**config.mk**
```make
export PLATFORM = sky130hd
export DESIGN_NAME = regwin_bridge
export DESIGN_NICKNAME = d
export VERILOG_FILES = /design/src/rtl/regwin_pkg.sv /design/src/rtl/regwin_rstsync.sv /design/src/rtl/regwin_seq.sv /design/src/rtl/regwin_resp.sv /design/src/rtl/regwin_irq.sv /design/src/rtl/regwin_bridge.sv
export SDC_FILE = /design/constraint.sdc
export NUM_CORES = 1
export LEC_CHECK = 0
export ABC_AREA = 0
export ABC_CLOCK_PERIOD_IN_PS = 7400
export BUFFER_PORTS_ARGS = -buffer_cell sky130_fd_sc_hd__buf_2
export CELL_PAD_IN_SITES_DETAIL_PLACEMENT = 2
export CELL_PAD_IN_SITES_GLOBAL_PLACEMENT = 2
export CORE_MARGIN = 2
export CORE_UTILIZATION = 30
export CTS_BUF_LIST = sky130_fd_sc_hd__clkbuf_2
export CTS_CLUSTER_SIZE = 10
export DETAILED_ROUTE_END_ITERATION = 6
export PLACE_DENSITY_LB_ADDON = 0.1
export RECOVER_POWER = 50
export SLEW_MARGIN = 10
export SYNTH_ARGS = -nofsm -noshare
export SYNTH_HDL_FRONTEND = slang
export SYNTH_HIERARCHICAL = 1
export SYNTH_SLANG_ARGS = --single-unit
```
**constraint.sdc**
```tcl
create_clock -name clk -period 7.4 [get_ports clk]
set_clock_uncertainty 0.1 [all_clocks]
set_input_delay 0.74 -clock clk [delete_from_list [all_inputs] [get_ports clk]]
set_output_delay 0.74 -clock clk [all_outputs]
set_load 0.05 [all_outputs]
```
**src/rtl/regwin_pkg.sv**
```systemverilog
package regwin_pkg;

  // Transfer sequencer state
  typedef enum logic {
    XS_IDLE = 1'b0,
    XS_WAIT = 1'b1
  } xfer_state_e;

endpackage

```
**src/rtl/regwin_rstsync.sv**
```systemverilog
module regwin_rstsync #(
  parameter int STAGES = 2
) (
  input  logic clk,
  input  logic rst_n_i,
  output logic rst_n_o
);

  localparam int LAST = STAGES - 1;

  logic [LAST:0] sync_q;

  generate
    if (STAGES == 1) begin : g_single
      always_ff @(posedge clk or negedge rst_n_i) begin
        if (!rst_n_i) sync_q <= '0;
        else          sync_q <= 1'b1;
      end
    end else begin : g_chain
      always_ff @(posedge clk or negedge rst_n_i) begin
        if (!rst_n_i) sync_q <= '0;
        else          sync_q <= {sync_q[LAST-1:0], 1'b1};
      end
    end
  endgenerate

  assign rst_n_o = sync_q[LAST];

endmodule

```
**src/rtl/regwin_seq.sv**
```systemverilog
module regwin_seq
  import regwin_pkg::*;
#(
  parameter int ADDR_W = 8,
  parameter int DATA_W = 32
) (
  input  logic              clk,
  input  logic              rst_n,
  input  logic              host_strobe,
  input  logic              host_write,
  input  logic [ADDR_W-1:0] host_addr,
  input  logic [DATA_W-1:0] host_wdata,
  input  logic              mod_ack,
  output logic              mod_req,
  output logic              mod_rnw,
  output logic [ADDR_W-1:0] mod_addr,
  output logic [DATA_W-1:0] mod_wdata,
  output logic              cmd_rnw,
  output logic              complete,
  output logic              refuse
);

  xfer_state_e       st_q, st_d;
  logic              cmd_en;
  logic              rnw_q;
  logic [ADDR_W-1:0] addr_q;
  logic [DATA_W-1:0] wdata_q;

  // next state
  always_comb begin
    st_d     = st_q;
    cmd_en   = 1'b0;
    complete = 1'b0;
    refuse   = 1'b0;
    case (st_q)
      XS_IDLE: begin
        if (host_strobe) begin
          st_d   = XS_WAIT;
          cmd_en = 1'b1;
        end
      end
      XS_WAIT: begin
        refuse = host_strobe;
        if (mod_ack) begin
          complete = 1'b1;
          st_d     = XS_IDLE;
        end
      end
      default: st_d = XS_IDLE;
    endcase
  end

  always_ff @(posedge clk or negedge rst_n) begin
    if (!rst_n) st_q <= XS_IDLE;
    else        st_q <= st_d;
  end

  // command hold registers, loaded only on acceptance
  always_ff @(posedge clk or negedge rst_n) begin
    if (!rst_n) begin
      rnw_q   <= 1'b0;
      addr_q  <= '0;
      wdata_q <= '0;
    end else if (cmd_en) begin
      rnw_q   <= ~host_write;
      addr_q  <= host_addr;
      wdata_q <= host_wdata;
    end
  end

  assign mod_req   = (st_q == XS_WAIT);
  assign mod_rnw   = mod_req & rnw_q;
  assign mod_addr  = mod_req ? addr_q  : '0;
  assign mod_wdata = mod_req ? wdata_q : '0;
  assign cmd_rnw   = rnw_q;

endmodule

```
**src/rtl/regwin_resp.sv**
```systemverilog
module regwin_resp #(
  parameter int DATA_W = 32
) (
  input  logic              clk,
  input  logic              rst_n,
  input  logic              complete,
  input  logic              refuse,
  input  logic              cmd_rnw,
  input  logic [DATA_W-1:0] mod_rdata,
  output logic [DATA_W-1:0] host_rdata,
  output logic              host_done,
  output logic              host_busy
);

  logic              cap_en;
  logic              done_d, busy_d;
  logic              done_q, busy_q;
  logic [DATA_W-1:0] rdata_q;

  always_comb begin
    cap_en = complete & cmd_rnw;
    done_d = complete;
    busy_d = refuse;
  end

  always_ff @(posedge clk or negedge rst_n) begin
    if (!rst_n) begin
      done_q <= 1'b0;
      busy_q <= 1'b0;
    end else begin
      done_q <= done_d;
      busy_q <= busy_d;
    end
  end

  always_ff @(posedge clk or negedge rst_n) begin
    if (!rst_n)      rdata_q <= '0;
    else if (cap_en) rdata_q <= mod_rdata;
  end

  assign host_rdata = rdata_q;
  assign host_done  = done_q;
  assign host_busy  = busy_q;

endmodule

```
**src/rtl/regwin_irq.sv**
```systemverilog
module regwin_irq (
  input  logic clk,
  input  logic rst_n,
  input  logic ext_irq,
  input  logic stat_we,
  input  logic stat_wdata,
  output logic host_irq
);

  logic set_ev, clr_ev, pend_en, pend_d, pend_q;

  always_comb begin
    set_ev  = ext_irq;
    clr_ev  = stat_we & stat_wdata;
    pend_en = set_ev | clr_ev;
    pend_d  = set_ev;   // set has priority over clear
  end

  always_ff @(posedge clk or negedge rst_n) begin
    if (!rst_n)       pend_q <= 1'b0;
    else if (pend_en) pend_q <= pend_d;
  end

  assign host_irq = pend_q;

endmodule

```
**src/rtl/regwin_bridge.sv**
```systemverilog
module regwin_bridge
  import regwin_pkg::*;
#(
  parameter int ADDR_W = 8,
  parameter int DATA_W = 32,
  parameter int RST_STAGES = 2
) (
  input  logic              clk,
  input  logic              rst_n,
  input  logic              host_strobe,
  input  logic              host_write,
  input  logic [ADDR_W-1:0] host_addr,
  input  logic [DATA_W-1:0] host_wdata,
  output logic [DATA_W-1:0] host_rdata,
  output logic              host_done,
  output logic              host_busy,
  input  logic              stat_we,
  input  logic              stat_wdata,
  output logic              host_irq,
  output logic              mod_req,
  output logic              mod_rnw,
  output logic [ADDR_W-1:0] mod_addr,
  output logic [DATA_W-1:0] mod_wdata,
  input  logic [DATA_W-1:0] mod_rdata,
  input  logic              mod_ack,
  input  logic              ext_irq
);

  logic rst_int_n;
  logic cmd_rnw, complete, refuse;

  regwin_rstsync #(.STAGES(RST_STAGES)) u_rst (
    .clk     (clk),
    .rst_n_i (rst_n),
    .rst_n_o (rst_int_n)
  );

  regwin_seq #(.ADDR_W(ADDR_W), .DATA_W(DATA_W)) u_seq (
    .clk         (clk),
    .rst_n       (rst_int_n),
    .host_strobe (host_strobe),
    .host_write  (host_write),
    .host_addr   (host_addr),
    .host_wdata  (host_wdata),
    .mod_ack     (mod_ack),
    .mod_req     (mod_req),
    .mod_rnw     (mod_rnw),
    .mod_addr    (mod_addr),
    .mod_wdata   (mod_wdata),
    .cmd_rnw     (cmd_rnw),
    .complete    (complete),
    .refuse      (refuse)
  );

  regwin_resp #(.DATA_W(DATA_W)) u_resp (
    .clk        (clk),
    .rst_n      (rst_int_n),
    .complete   (complete),
    .refuse     (refuse),
    .cmd_rnw    (cmd_rnw),
    .mod_rdata  (mod_rdata),
    .host_rdata (host_rdata),
    .host_done  (host_done),
    .host_busy  (host_busy)
  );

  regwin_irq u_irq (
    .clk        (clk),
    .rst_n      (rst_int_n),
    .ext_irq    (ext_irq),
    .stat_we    (stat_we),
    .stat_wdata (stat_wdata),
    .host_irq   (host_irq)
  );

endmodule

```
==> results.json, run 1 <==
{
  "layout_min_cycle_time_ns": 3.760,
  "cts_buffers": 9,
  "worst-r2r-cell-count": 4,
  "io_buffers": 156,
  "cap_violations": 2,
  "worstHoldPathType": "in2reg",
  "synth.distinct_cells": 15,
  "nets": 453,
  "clk_pin_slew_worst_paths_ns": 0.23,
  "cp.required_ns": 7.77,
  "fill_cells": 1214,
  "die_h_um": 112.7,
  "cp-end-kind": "flip-flop",
  "grt_max_degree": 78,
  "setup_viol": 0,
  "seq_area_um2": 1977,
  "antenna_cells": 0,
  "drive_gt1_share_pct": 59.79,
  "clk_latency_ns": 0.55,
  "wl_mm": 9.047,
  "ant_nets": 0,
  "slew_violations": 98,
  "grt_overflow": 0,
  "initial_core_util_pct": 30.90,
  "path_max_fanout": 33,
  "cts-root-buf": "clkbuf_2",
  "syn_inst": 215,
  "tightest_slew_ns": 3.194,
  "regToRegEndpoint": "u_seq/wdata_q[30]",
  "dr.pass1.iters": 3,
  "ys_warn_count": 6,
  "fp.dieW_um": 112.7,
  "die_area_um2": 12700,
  "via_per_inst": 4.378,
  "synth_top_area_share_pct": 55.79,
  "ctsHtreeMaxLevel": 3,
  "drtIter0Drc": 60,
  "crit_type": "reg2reg",
  "drt-wirelength-per-cell_um": 17.36,
  "multi_input_area_um2": 1340,
  "hold_depth": 2,
  "grt_pass1_wl_mm": 14.38,
  "gp_congestion": 0.6941,
  "yosysSeqAreaShare_pct": 55.79,
  "setup_tns_ns": 0,
  "post_cts_resized": 0,
  "hold_violations": 0,
  "ff2ff_setup_slack_ns": 3.64,
  "syn_avg_cell_area_um2": 16.48,
  "place_area_um2": 4360,
  "crit_start": "u_seq/mod_req",
  "netlist.top_cell.by_area": "dfrtp_1",
  "vias": 2281,
  "fin_crit_sh_pct": 50.80,
  "vdd_drop_max_mv": 0.1700,
  "max_freq_ghz": 0.2660,
  "r2r_start": "u_seq/mod_req",
  "power_density_nw_per_um2": 396.0,
  "cts_tree": "done",
  "min_from": "host_write",
  "rsz0062_at_grt": "no",
  "clockBufferDepth": 2,
  "final_common_cell": "buf_2",
  "ios": 157,
  "layout_common_cells": "138 x buf_2, 79 x dfrtp_1, 55 x mux2_4",
  "syn_area_um2": 3543,
  "grt_pass1_vias": 2600,
  "area_delta_synth_final_pct": 24.89,
  "antenna_found_initial": 0,
  "holdPathEnd": "u_seq/cmd_rnw",
  "critPathLaunchType": "flip-flop",
  "final_area_um2": 4425,
  "core_um2": 11470,
  "ys_ff_latch": 79,
  "crit_arrival_ns": 4.13,
  "num_rows": 39,
  "power.leakage_nw": 2.317,
  "synthTopCellsByArea": "dfrtp_1 56%, mux2_4 29%, and2_1 6.9%",
  "cts.sinks": 79,
  "grtUsageTotal_pct": 14.86,
  "synthesis.nets": 295,
  "status": "finished with violations",
  "drc": 0,
  "violations": "max-capacitance violations, max-slew violations",
  "relSlewSlack_pct": -112.9,
  "dp_hpwl_mm": 6.509
}
==> per-layer routing <==
metal / wire, um / share of wire (%) / GRT usage, %
met4: 144 / 1.6 / 6.585
met3: 592 / 6.5 / 4.050
met2: 4352 / 48 / 23.59
met5: 0 / 0 / 0
met1: 3957 / 44 / 19.03
==> per-stage QoR <==
stage          setup slack, ns  cells  util, %  hold WS (ns)  power [W]
5_1_grt                  3.200    521    38.59        0.1817   0.001845
3_3_place_gp             4.789    504    38.03        0.2382   0.001502
2_1_floorplan            4.937    215        -        0.2312   0.001328
3_5_place_dp             4.770    504    38.03        0.2364   0.001517
4_1_cts                  4.461    521    39.36        0.1741   0.001808
6_report                 3.640    521    38.59        0.2519   0.001753
==> power breakdown <==
| group | leakage [nW] | switching, W | internal (W) |
|---|---|---|---|
| logic | 1.31 | 0.000566 | 0.000269 |
| clock network | 0.0797 | 0.000164 | 0.000112 |
| registers | 0.927 | 0.0000800 | 0.000561 |
==> synthesized netlist by cell type <==
library cell and count:
buf_12 7, clkbuf_1 4, mux2_2 4, and2_2 4
conb_1 1, inv_1 2, mux2_4 68, dfrtp_1 79
nor2b_2 1, nand2_4 1, buf_6 1, nand2_1 1
mux2i_1 1, and2_1 39, a21o_1 2
==> registers in the layout (all words and copies together) (netlist names) <==
register	cells
u_irq/host_irq	1
u_seq/addr_q	8
u_resp/host_busy	1
u_seq/mod_req	1
u_rst/sync_q	2
u_seq/wdata_q	32
u_resp/host_done	1
u_resp/host_rdata	32
u_seq/cmd_rnw	1
==> final cells by class <==
type	instances	share of cell area, %
sequential	79	44.67
timing repair buffer	159	17.61
multi-input combinational	122	30.28
tap	143	4.043
clock inverter	7	2.205
clock buffer	9	1.018
inverter	2	0.1696
==> how the worst max path moves through the flow <==
stage | cells after the start | slack (ns) | endpoint
finish | 4 | 3.64 | u_seq/wdata_q[30]
detailed placement | 4 | 4.77 | u_seq/wdata_q[29]
CTS | 3 | 4.46 | mod_wdata[19]
global route | 4 | 3.20 | u_seq/wdata_q[29]
floorplan | 0 | 4.94 | u_irq/host_irq
global placement | 4 | 4.79 | u_seq/wdata_q[29]
==> logic make-up (layout without fill, tap and decap cells) <==
logic type             count (synthesis)  after routing  synth area share, %
muxes                                 73             73                30.37
other                                  1              1               0.1058
and+or+nand+nor                       46             46                8.404
buffers and inverters                 14            177                4.908
DFF                                   79             79                55.79
AOI/OAI and AO/OA                      2              2               0.4236
==> critical path, cell delays in order (launching register included) <==
cell,delay (ns)
dfrtp_1,0.55
clkbuf_1,0.51
nor2b_1,1.51
buf_4,0.61
mux2_2,0.39
==> what timing repair did <==
action	in CTS	in global routing
hold buffers	1	0
setup buffers	0	0
hold endpoints to repair	2	0
(Power assumes the default switching activity.)
==> inputs of run 2 (changes only) <==
- ABC_CLOCK_PERIOD_IN_PS: 7400 -> 3900
- clock period: 7.4 -> 3.9 ns (I/O delays scaled with it)
==> results.json, run 2 (synthesized netlist as in run 1, its figures left out) <==
{
  "status": "finished with violations",
  "violations": "max-capacitance violations, max-slew violations",
  "worstHoldPathType": "reg2reg",
  "dr.pass1.iters": 3,
  "setup_tns_ns": 0,
  "grt_overflow": 0,
  "post_cts_resized": 0,
  "crit_type": "reg2out",
  "vias": 2574,
  "seq_area_um2": 1978,
  "tightest_slew_ns": 1.681,
  "io_buffers": 156,
  "ant_nets": 0,
  "drt-wirelength-per-cell_um": 16.24,
  "max_freq_ghz": 0.4377,
  "core_um2": 11470,
  "clk_latency_ns": 0.51,
  "grtUsageTotal_pct": 16.22,
  "cpPeakStageDelay_ns": 0.43,
  "fin_crit_sh_pct": 58.59,
  "layout_min_cycle_time_ns": 2.285,
  "clk_pin_slew_worst_paths_ns": 0.21,
  "vdd_drop_max_mv": 0.3798,
  "cp.required_ns": 3.41,
  "dp_hpwl_mm": 6.184,
  "power.leakage_nw": 2.647,
  "critical-path-top-delay-family": "buffers and inverters",
  "drtIter0Drc": 68,
  "crit_arrival_ns": 1.79,
  "crit_cells": 3,
  "drc": 0,
  "clockBufferDepth": 2,
  "r2r_start": "u_seq/mod_req",
  "drive_gt1_share_pct": 47.70,
  "worst-r2r-cell-count": 4,
  "cp-end-kind": "output port",
  "grt_pass1_vias": 3049,
  "relSlewSlack_pct": -12.07,
  "grt_pass1_wl_mm": 16.13,
  "cts_buffers": 9,
  "via_per_inst": 4.290,
  "cts-root-buf": "clkbuf_2",
  "grt_max_degree": 78,
  "cp_cell_sequence": "buf_4 > and2_1 > buf_2",
  "die_area_um2": 12700,
  "cts.sinks": 79,
  "final_common_cell": "buf_2",
  "place_ws_ns": 1.680,
  "wl_mm": 9.741,
  "nets": 532,
  "fp.dieW_um": 112.7,
  "initial_core_util_pct": 30.90,
  "hold_depth": 0,
  "cts_tree": "done",
  "crit_start": "u_seq/mod_req",
  "die_h_um": 112.7,
  "antenna_found_initial": 0,
  "worst-path-buf-inv": 2,
  "fill_cells": 1185,
  "rsz0062_at_grt": "no",
  "setup_viol": 0,
  "setup_slack_ns": 1.615,
  "cpMaxStageDelayCell": "dfrtp_1",
  "post-route-util_pct": 45.31,
  "slew_violations": 78,
  "cap_violations": 1,
  "ios": 157,
  "power_density_nw_per_um2": 644.5,
  "critPathLaunchType": "flip-flop",
  "gp_congestion": 0.6459,
  "antenna_cells": 0,
  "layout_common_cells": "141 x buf_2, 79 x dlygate4sd3_1, 78 x dfrtp_1",
  "min_from": "u_rst/sync_q[0]",
  "num_rows": 39,
  "hold_violations": 0,
  "multi_input_area_um2": 1329,
  "ctsHtreeMaxLevel": 3,
  "path_max_fanout": 45,
  "area_delta_synth_final_pct": 46.65
}
[run 2: cell types whose count changed in the layout (fill, tap and decap cells not counted), moves of 2 or more]
cell	previous run	this run
mux2_4	55	50
clkbuf_1	19	15
mux2_2	13	4
buf_2	138	141
dlygate4sd3_1	1	79
buf_4	1	3
clkbuf_2	9	11
clkinv_4	3	0
mux2_1	4	18
[run 2: worst register-to-register path, cell delays in order, from the launching register on]
cell,delay [ns]
dfrtp_1,0.43
buf_4,0.36
and2_0,0.27
nand2_4,0.36
mux2_4,0.46
[run 2: layout make-up]
cell class              count  share of cell area [%]
clock inverters             5                   1.397
flip-flops and latches     79                   38.07
inverters                   2                  0.1445
repair buffers            238                   30.32
multi-input cells         122                   25.57
clock buffers              11                   1.059
well taps                 143                   3.443
[run 2: timing repair]
action                                 CTS  global route
endpoints found under the hold margin   79             0
setup buffers                            0             0
hold buffers                            79             0
[run 2: metal layers]
metal / wire [um] / track usage (%) / up-vias / part of all wire [%]
met3: 481 / 3.672 / 13 / 4.9
met5: 0 / 0 / - / 0
li1: - / - / 1194 / -
met1: 4131 / 19.81 / 1280 / 42
met4: 174 / 7.236 / 0 / 1.8
met2: 4954 / 27.39 / 87 / 51
[run 2: power by group]
group / leakage (nW) / switching, W / total (W) / internal [W]
registers: 0.926 / 0.000149 / 0.00121 / 0.00106
clock network: 0.0810 / 0.000278 / 0.000490 / 0.000213
logic: 1.64 / 0.00109 / 0.00165 / 0.000552
[run 2: per-stage QoR]
stage / area [um^2] / hold slack (ns) / total power [W] / instances
2_1_floorplan: 3543 / -0.005591 / 0.002520 / 215
3_3_place_gp: 4368 / 0.07610 / 0.002849 / 505
3_5_place_dp: 4368 / 0.07720 / 0.002875 / 505
4_1_cts: 5286 / 0.2895 / 0.003448 / 600
5_1_grt: 5196 / 0.3010 / 0.003535 / 600
6_report: 5196 / 0.2833 / 0.003349 / 600
[run 2: worst paths after layout]
kind	to	slack [ns]
max reg2reg	u_resp/host_rdata[27]	1.83
min in group asynchronous	u_rst/sync_q[1]	0.58
min	u_rst/sync_q[1]	0.28
max in group asynchronous	u_seq/wdata_q[5]	2.06
max	mod_wdata[2]	1.62
min reg2reg	u_rst/sync_q[1]	0.28
==> inputs of run 3 (changes only) <==
- ABC_AREA: 0 -> 1
- ABC_CLOCK_PERIOD_IN_PS: 3900 -> 1850
- CORE_UTILIZATION: 30 -> 24
- clock period: 3.9 -> 1.85 ns (I/O delays scaled with it)
==> results.json, run 3 <==
{
  "cpPeakStageDelay_ns": 0.50,
  "cpMaxStageDelayCell": "dfrtp_2",
  "drtIter0Drc": 146,
  "critical-path-top-delay-family": "flip-flops",
  "path_max_fanout": 5,
  "area_delta_synth_final_pct": 71.78,
  "async_reset_ff_share_pct": 100.0,
  "ys_ff_latch": 79,
  "power_density_nw_per_um2": 1229,
  "clk_latency_ns": 0.56,
  "antenna_found_initial": 0,
  "ctsHtreeMaxLevel": 3,
  "setup_viol": 41,
  "initial_core_util_pct": 24.56,
  "clockBufferDepth": 2,
  "worst-path-buf-inv": 4,
  "drc": 0,
  "num_rows": 44,
  "vias": 3716,
  "power_frac_clock_pct": 14.5,
  "setup_slack_ns": -0.06249,
  "cap_violations": 0,
  "nets": 747,
  "worstHoldPathType": "reg2async",
  "ys_warn_count": 6,
  "io_buffers": 156,
  "syn_avg_cell_area_um2": 8.439,
  "place_area_um2": 4438,
  "grt_pass1_vias": 4102,
  "synthesis.nets": 503,
  "cts_tree": "done",
  "cp_cell_sequence": "buf_8 > clkbuf_16 > nand2_4 > inv_2 > buf_8",
  "syn_inst": 423,
  "power.leakage_nw": 3.469,
  "max_freq_ghz": 0.5229,
  "netlist.top_cell.by_area": "dfrtp_1",
  "fin_crit_sh_pct": 103.4,
  "dp_hpwl_mm": 8.024,
  "cts_buffers": 9,
  "swShare_pct": 48.52,
  "fill_cells": 1647,
  "grt_max_degree": 44,
  "grtUsageTotal_pct": 17.51,
  "violations": "negative setup slack",
  "slew_violations": 0,
  "die_h_um": 126.0,
  "die_area_um2": 15860,
  "tightest_slew_ns": 0.6617,
  "synthTopCellsByArea": "dfrtp_1 55%, nand2_1 19%, nand3_1 10%",
  "syn_area_um2": 3570,
  "p_int_w": 0.003879,
  "total_power_w": 0.007536,
  "clk_pin_slew_worst_paths_ns": 0.24,
  "final_area_um2": 6132,
  "synth_edf_count": 0,
  "drt-wirelength-per-cell_um": 16.63,
  "final_common_cell": "nand2_1",
  "layout_common_cells": "151 x nand2_1, 114 x buf_2, 79 x dlygate4sd3_1",
  "critPathLaunchType": "flip-flop",
  "crit_arrival_ns": 1.63,
  "crit_top_cell": "buf_8",
  "status": "finished with violations",
  "vdd_drop_max_mv": 0.4427,
  "ant_nets": 0,
  "cp-end-kind": "output port",
  "crit_type": "reg2out",
  "yosysSeqAreaShare_pct": 55.38,
  "synth.distinct_cells": 13,
  "dr.pass1.iters": 4,
  "rsz0062_at_grt": "yes",
  "layout_min_cycle_time_ns": 1.912,
  "antenna_cells": 0,
  "fp.dieW_um": 126.0,
  "cts-root-buf": "clkbuf_2",
  "via_per_inst": 4.341,
  "switchingPower_w": 0.003657,
  "grt_pass1_wl_mm": 21.62,
  "wl_mm": 14.24,
  "drive_gt1_share_pct": 40.77,
  "synth.most_common_cell": "nand2_1",
  "gp_congestion": 0.6948,
  "cp.required_ns": 1.56,
  "synth_top_area_share_pct": 55.38,
  "core_um2": 14530,
  "hold_violations": 0,
  "cts.sinks": 79,
  "synthFlopType": "dfrtp_1",
  "pwr-share-seq_pct": 34.2,
  "relSlewSlack_pct": 55.89,
  "grt_overflow": 0,
  "synthTopCellsByCount": "182 x nand2_1, 79 x dfrtp_1, 73 x nand3_1, 45 x inv_1, 12 x buf_6",
  "ios": 157,
  "combPwrFrac_pct": 51.3
}
## run 3: changes by cell type in the layout (fill, tap and decap cells not counted), moves of 16 or more
| cell | change |
|---|---|
| nand2_1 | +150 |
| buf_2 | -27 |
| inv_2 | +24 |
| and2_1 | -39 |
| buf_6 | +25 |
| buf_8 | +19 |
| nand2_2 | +24 |
| mux2_4 | -50 |
| nand3_1 | +73 |
| nand2_4 | +16 |
| mux2_1 | -18 |
## run 3: layout make-up
class / count / area, um^2 / share of cell area (%)
repair buffers: 261 / 2253 / 36.75
flip-flops and latches: 79 / 1978 / 32.26
inverters: 46 / 198.9 / 3.244
well taps: 184 / 230.2 / 3.754
clock buffers: 11 / 55.05 / 0.8978
clock inverters: 5 / 73.82 / 1.204
multi-input cells: 270 / 1343 / 21.89
## run 3: logic make-up (layout without fill, tap and decap cells)
kind of cell	Yosys count	in the layout	share of synthesized area [%]
buffers and inverters	75	323	12.13
DFF	79	79	55.38
other	1	1	0.1051
AOI/OAI and AO/OA	1	1	0.1401
and+or+nand+nor	267	268	32.25
## run 3: timing repair
action | in CTS | in global routing
gates resized for setup | 109 | 89
gates cloned | 3 | 5
buffers inserted | 3 | 6
pin swaps | 0 | 1
setup endpoints to repair | 42 | 61
hold buffers | 79 | 0
endpoints found under the hold margin | 78 | 0
## run 3: stage by stage
stage          hold slack (ns)  instances  setup TNS [ns]  setup slack, ns  util [%]
6_report                0.1176        856          -1.828         -0.06249     42.19
5_1_grt                 0.1622        856          -6.616          -0.1794     42.19
4_1_cts                0.09158        846          -3.985          -0.1073     39.56
3_5_place_dp           -0.1259        745               0           0.2223     30.54
3_3_place_gp           -0.1271        745               0           0.2366     30.54
2_1_floorplan          -0.2106        423               0           0.2032         -
## run 3: worst reg2reg max path, delay by kind of cell (launching register included)
kind                   cells  cell delay [ns]
buffers and inverters      4             0.66
flip-flops                 1             0.50
AND/OR/NAND/NOR            3             0.36
## run 3: path summary, 6_finish.rpt
check,startpoint,to,slack (ns),cells past startpoint
max,u_seq/mod_req,mod_wdata[24],-0.06,5
min,u_rst/sync_q[1],u_resp/host_rdata[24],0.12,0
max reg2reg,u_seq/mod_req,u_seq/wdata_q[17],0.13,7
min reg2reg,u_rst/sync_q[1],u_resp/host_rdata[24],0.12,0
max in group asynchronous,u_rst/sync_q[1],u_seq/mod_req,0.40,1
min in group clk,host_wdata[27],u_seq/wdata_q[27],0.26,4
## run 3: layer usage
layer	global-route usage (%)	up-vias	share of wire, %
met2	29.73	99	51
met4	6.852	0	1.9
met1	22.20	1826	43
met5	0	-	0
li1	-	1772	-
met3	3.101	19	3.9
## run 3: power by group through the flow
| stage | combinational (W) | sequential (W) | clock [W] |
|---|---|---|---|
| floorplan | 0.00127 | 0.00366 | 0 |
| global placement | 0.00311 | 0.00256 | 0 |
| detailed placement | 0.00316 | 0.00257 | 0 |
| CTS | 0.00362 | 0.00254 | 0.00114 |
| global route | 0.00411 | 0.00265 | 0.00121 |
| finish | 0.00387 | 0.00258 | 0.00109 |
